$ cat src/rtl/pwm_pkg.sv
package pwm_pkg;
    localparam int CNT_W_DEF = 16;
    localparam int SEL_W_DEF = 3;
    localparam int DIV_W_DEF = 7;
endpackage

$ cat src/rtl/pwm_tick_gen.sv
module pwm_tick_gen #(
    parameter int SEL_W = pwm_pkg::SEL_W_DEF,
    parameter int DIV_W = pwm_pkg::DIV_W_DEF
) (
    input  logic             clk,
    input  logic             rst_n,
    input  logic             run,
    input  logic [SEL_W-1:0] sel,
    output logic             tick
);
    localparam int MAX_SEL = DIV_W - 1;

    typedef struct packed {
        logic [DIV_W-1:0] phase;
    } tg_state_t;

    tg_state_t st_d, st_q;
    logic [SEL_W-1:0] sel_eff;
    logic [DIV_W:0]   mask_wide;
    logic [DIV_W-1:0] mask;

    always_comb begin
        sel_eff   = (sel > SEL_W'(MAX_SEL)) ? SEL_W'(MAX_SEL) : sel;
        mask_wide = ({{DIV_W{1'b0}}, 1'b1} << (int'(sel_eff) + 1)) - 1'b1;
        mask      = mask_wide[DIV_W-1:0];
        tick      = run && ((st_q.phase & mask) == mask);
        st_d      = st_q;
        if (!run) st_d.phase = '0;
        else      st_d.phase = st_q.phase + 1'b1;
    end

    always_ff @(posedge clk or negedge rst_n) begin
        if (!rst_n) st_q <= '0;
        else        st_q <= st_d;
    end
endmodule

$ cat src/rtl/pwm_count_cmp.sv
module pwm_count_cmp #(
    parameter int CNT_W = pwm_pkg::CNT_W_DEF
) (
    input  logic             clk,
    input  logic             rst_n,
    input  logic             run,
    input  logic             tick,
    input  logic [CNT_W-1:0] cmp_set,
    input  logic [CNT_W-1:0] cmp_clr,
    output logic             hit_set,
    output logic             hit_clr
);
    typedef struct packed {
        logic [CNT_W-1:0] cnt;
    } cc_state_t;

    cc_state_t st_d, st_q;

    always_comb begin
        hit_set = tick && (st_q.cnt == cmp_set);
        hit_clr = tick && (st_q.cnt == cmp_clr);
        st_d    = st_q;
        if (!run)         st_d.cnt = '0;
        else if (hit_clr) st_d.cnt = '0;
        else if (tick)    st_d.cnt = st_q.cnt + 1'b1;
    end

    always_ff @(posedge clk or negedge rst_n) begin
        if (!rst_n) st_q <= '0;
        else        st_q <= st_d;
    end
endmodule

$ cat src/rtl/pwm_sr_out.sv
module pwm_sr_out (
    input  logic clk,
    input  logic rst_n,
    input  logic run,
    input  logic hit_set,
    input  logic hit_clr,
    input  logic act_hi,
    output logic pwm_o,
    output logic set_irq,
    output logic clr_irq
);
    typedef struct packed {
        logic ff;
        logic s_stb;
        logic r_stb;
    } so_state_t;

    so_state_t st_d, st_q;

    always_comb begin
        st_d       = st_q;
        st_d.s_stb = run && hit_set;
        st_d.r_stb = run && hit_clr;
        if (!run)         st_d.ff = 1'b0;
        else if (hit_clr) st_d.ff = 1'b0;   // reset dominates
        else if (hit_set) st_d.ff = 1'b1;
    end

    always_ff @(posedge clk or negedge rst_n) begin
        if (!rst_n) st_q <= '0;
        else        st_q <= st_d;
    end

    assign pwm_o   = act_hi ? st_q.ff : ~st_q.ff;
    assign set_irq = st_q.s_stb;
    assign clr_irq = st_q.r_stb;
endmodule

$ cat src/rtl/pwm_sr_timer.sv
module pwm_sr_timer #(
    parameter int CNT_W = pwm_pkg::CNT_W_DEF,
    parameter int SEL_W = pwm_pkg::SEL_W_DEF,
    parameter int DIV_W = pwm_pkg::DIV_W_DEF
) (
    input  logic             clk,
    input  logic             rst_n,
    input  logic             mode_sel,
    input  logic             run_en,
    input  logic [SEL_W-1:0] div_sel,
    input  logic [CNT_W-1:0] cmp_set,
    input  logic [CNT_W-1:0] cmp_clr,
    input  logic             act_hi,
    output logic             pwm_o,
    output logic             set_irq,
    output logic             clr_irq
);
    logic run, tick, hit_set, hit_clr;

    assign run = run_en && !mode_sel;

    pwm_tick_gen #(.SEL_W(SEL_W), .DIV_W(DIV_W)) u_tick (
        .clk(clk), .rst_n(rst_n), .run(run), .sel(div_sel), .tick(tick)
    );

    pwm_count_cmp #(.CNT_W(CNT_W)) u_cnt (
        .clk(clk), .rst_n(rst_n), .run(run), .tick(tick),
        .cmp_set(cmp_set), .cmp_clr(cmp_clr),
        .hit_set(hit_set), .hit_clr(hit_clr)
    );

    pwm_sr_out u_out (
        .clk(clk), .rst_n(rst_n), .run(run), .hit_set(hit_set), .hit_clr(hit_clr),
        .act_hi(act_hi), .pwm_o(pwm_o), .set_irq(set_irq), .clr_irq(clr_irq)
    );
endmodule

$ cat config.mk
export PLATFORM = sky130hd
export DESIGN_NAME = pwm_sr_timer
export DESIGN_NICKNAME = d
export VERILOG_FILES = /design/src/rtl/pwm_pkg.sv /design/src/rtl/pwm_tick_gen.sv /design/src/rtl/pwm_count_cmp.sv /design/src/rtl/pwm_sr_out.sv /design/src/rtl/pwm_sr_timer.sv
export SDC_FILE = /design/constraint.sdc
export NUM_CORES = 1
export LEC_CHECK = 0
export ABC_AREA = 1
export BUFFER_PORTS_ARGS = -buffer_cell sky130_fd_sc_hd__clkbuf_2
export CAP_MARGIN = 20
export CORE_MARGIN = 5
export CORE_UTILIZATION = 25
export DETAILED_ROUTE_END_ITERATION = 7
export HOLD_SLACK_MARGIN = 0.03
export SLEW_MARGIN = 20
export SYNTH_ARGS = -nofsm -noshare
export SYNTH_HDL_FRONTEND = slang
export SYNTH_SLANG_ARGS = --single-unit
$ cat constraint.sdc
create_clock -name clk -period 2.4 [get_ports clk]
set_input_delay 0.6 -clock clk [delete_from_list [all_inputs] [get_ports clk]]
set_output_delay 0.6 -clock clk [all_outputs]
set_load 0.005 [all_outputs]
==> impl_metrics.ini <==
[grt]
grt_pass1_vias = 2327
grt_pass1_wl_mm = 10.1
grt_overflow_total = 0
antenna_found_initial = 0
grt_start_max_net_pins = 27
gr-usage-all-layers_pct = 10.3

[floorplan]
die_w_um = 108
dieHeight_um = 108
initial_core_util_pct = 25.8
ioPinCount = 43
die_area_um2 = 11700
num_rows = 35
core_um2 = 9330

[sta]
relSlewSlack_pct = 52.2
setup_violations = 0
clock.fmax_mhz = 498
fin_crit_sh_pct = 83.6
rsz0062_at_grt = false
worst_pin_slew_ns = 0.717
fin_tns_setup_ns = 0
finalHoldViolations = 0
finalCriticalPeriod_ns = 2.01
report.final.slew_viol_count = 0
finalClockSkew_ns = 0.0127

[logic_synthesis]
synth-seq-area-share_pct = 27.0
ys_types = 26
netlist_area_um2 = 2410
ys_warn_count = 0
syn_inst = 395
synth_edf_count = 0
syn_area_per_cell_um2 = 6.10
synth-seq-cells = 26
synth_nets = 438
ys.flop_type = dfrtp_1
ys_async_sr_fraction_pct = 100

[clock_tree]
cts_setup_buffers = 0
cts.path.max_buffers = 2
clk_latency_ns = 0.28
cts_htree_levels = 1
clk_pin_slew_ns = 0.09
ctsResizeCount = 0
cts-root-buf = clkbuf_8
cts_num_sinks = 26
cts_made_buffers = 3
cts_tree = done
ctsHoldBuffers = 0

[setup_path]
cp-start-kind = input pin
crit_required_ns = 2.56
crit_buf_inv = 3
worst_path_dominant_cell_family = simple AND/OR/NAND/NOR gates
cp_slowest_cell = ha_1
critPathMaxFanout = 18
crit_type = in -> reg
critical_path_arrival_ns = 2.17
cp-end-kind = flop
slowest_delay_ns = 0.35
worstPathCellList = clkbuf_2, nand3_1, inv_1, ha_1, inv_1, nand3_1, nand3b_1, nand3_2, nor2_8, nor2_8, nand2_1, nand2_1

[placed_design]
placed_cell_area_um2 = 2710
gp_congestion = 0.794
hpwl_mm = 4.55
portBuffers = 42

[detailed_routing]
drtIter0Drc = 105
dr.pass1.iters = 4
antenna_left = 0
drt_wl_total_mm = 5.76
vias_per_cell = 4.14
drc = 0
wl_per_cell_um = 10.4
via_count = 2303

[power_and_ir_drop]
p_clk_share_pct = 39.0
p_int_w = 0.000726
total_power_w = 0.000967
leakagePower_nw = 1.57
ir_worst_vdd_mv = 0.187
p_sw_w = 0.000241
powerDensity_nw_per_um2 = 348
seqPwrFrac_pct = 45.6
p_comb_share_pct = 15.4
swShare_pct = 24.9

[finish]
layout_commonest_cell = nand2_1
synthToLayoutAreaGrowth_pct = 15.3
final_util_pct = 29.8
num_antenna_cells = 0
nFillCells = 1020
nets = 471
final_cell_mix = nand2_1 (145), inv_1 (60), nor2_1 (50), clkbuf_2 (42), dfrtp_1 (26)
layout-drive-gt1-share_pct = 14.3
final_area_um2 = 2780

[worst_hold_path]
worstHoldPathType = in -> async

[flow_run]
cap_violations = 0

[status]
status = complete, no violations
[state kept, by name, summed over array words and instances (netlist names)]
register	count
u_out.clr_irq	1
u_out.st_q	1
u_cnt.st_q	16
u_tick.st_q	7
u_out.set_irq	1
[worst reg2reg max path: stages, from the launching register on]
cell and delay (ns):
dfrtp_1 0.50, inv_1 0.09, nand2_1 0.06, nand2_1 0.05
nor2_1 0.10, nand2_1 0.10, nor2_1 0.15, nand2_1 0.35
nand4_1 0.22, nand2_1 0.07
[power groups by stage]
stage	sequential, W	clock (W)	combinational [W]
after floorplan	0.000449	0	0.0000850
after global placement	0.000450	0	0.000147
after detailed placement	0.000449	0	0.000151
after CTS	0.000441	0.000390	0.000152
after global routing	0.000441	0.000414	0.000172
final	0.000441	0.000377	0.000149
[cells by family after synthesis]
| kind of cell | after synthesis | synth area share, % |
|---|---|---|
| AOI/OAI and AO/OA | 10 | 2.18 |
| and+or+nand+nor | 245 | 44.0 |
| buffers and inverters | 80 | 14.0 |
| DFF | 26 | 27.0 |
| adders and majority gates | 3 | 1.56 |
| xor gates and xnor gates | 31 | 11.3 |
[cell type report]
type                    count  area, um^2  share of cell area [%]
inverters                  62         233                    8.38
clock inverters             1        30.0                    1.08
flip-flops and latches     26         651                    23.4
multi-input cells         289        1420                    51.2
repair buffers             46         240                    8.65
well taps                 129         161                    5.81
clock buffers               3        41.3                    1.49
[path summary, 6_finish.rpt]
path	start	to	slack (ns)	depth (start not counted)
worst min register to register	u_tick.st_q[0]$_DFF_PN0_	u_tick.st_q[0]$_DFF_PN0_	0.50	1
max in group asynchronous	rst_n	u_out.set_irq$_DFF_PN0_	1.57	1
worst max-delay path	div_sel[0]	u_cnt.st_q[0]$_DFFE_PN0P_	0.39	12
min in group clk	u_tick.st_q[0]$_DFF_PN0_	u_tick.st_q[0]$_DFF_PN0_	0.50	1
worst min-delay path	rst_n	u_tick.st_q[6]$_DFF_PN0_	0.35	1
worst max register to register	u_cnt.st_q[6]$_DFFE_PN0P_	u_cnt.st_q[0]$_DFFE_PN0P_	0.61	9
[per-layer routing]
| layer | part of all wire, % | wire length (um) | global-route usage, % |
|---|---|---|---|
| met5 | 0 | 0 | 0 |
| met4 | 0.14 | 8 | 1.26 |
| met3 | 4.4 | 254 | 2.27 |
| met2 | 49 | 2800 | 18.8 |
| met1 | 47 | 2700 | 12.9 |
[cells in the mapped netlist (3+ instances only)]
cell type	n	area share, %
inv_1	60	9.4
o21ai_0	4	0.83
nand3_1	15	3.1
nand2_1	145	23
xor2_1	22	8.0
nor2_1	50	7.8
dfrtp_1	26	27
nand4_1	21	5.5
ha_1	3	1.6
clkbuf_2	4	0.83
nand2_2	3	0.78
nor3_1	3	0.62
a21oi_1	5	1.0
xnor2_1	9	3.3
buf_2	10	2.1
[metrics by stage]
| stage | cells | hold WS (ns) | worst slack [ns] |
|---|---|---|---|
| 6_report | 556 | 0.354 | 0.393 |
| 5_1_grt | 556 | 0.387 | 0.237 |
| 4_1_cts | 556 | 0.363 | 0.391 |
| 3_5_place_dp | 552 | 0.484 | 0.0943 |
| 3_3_place_gp | 552 | 0.488 | 0.159 |
| 2_1_floorplan | 395 | 0.304 | 0.191 |
Power figures use the tool's default switching activity.
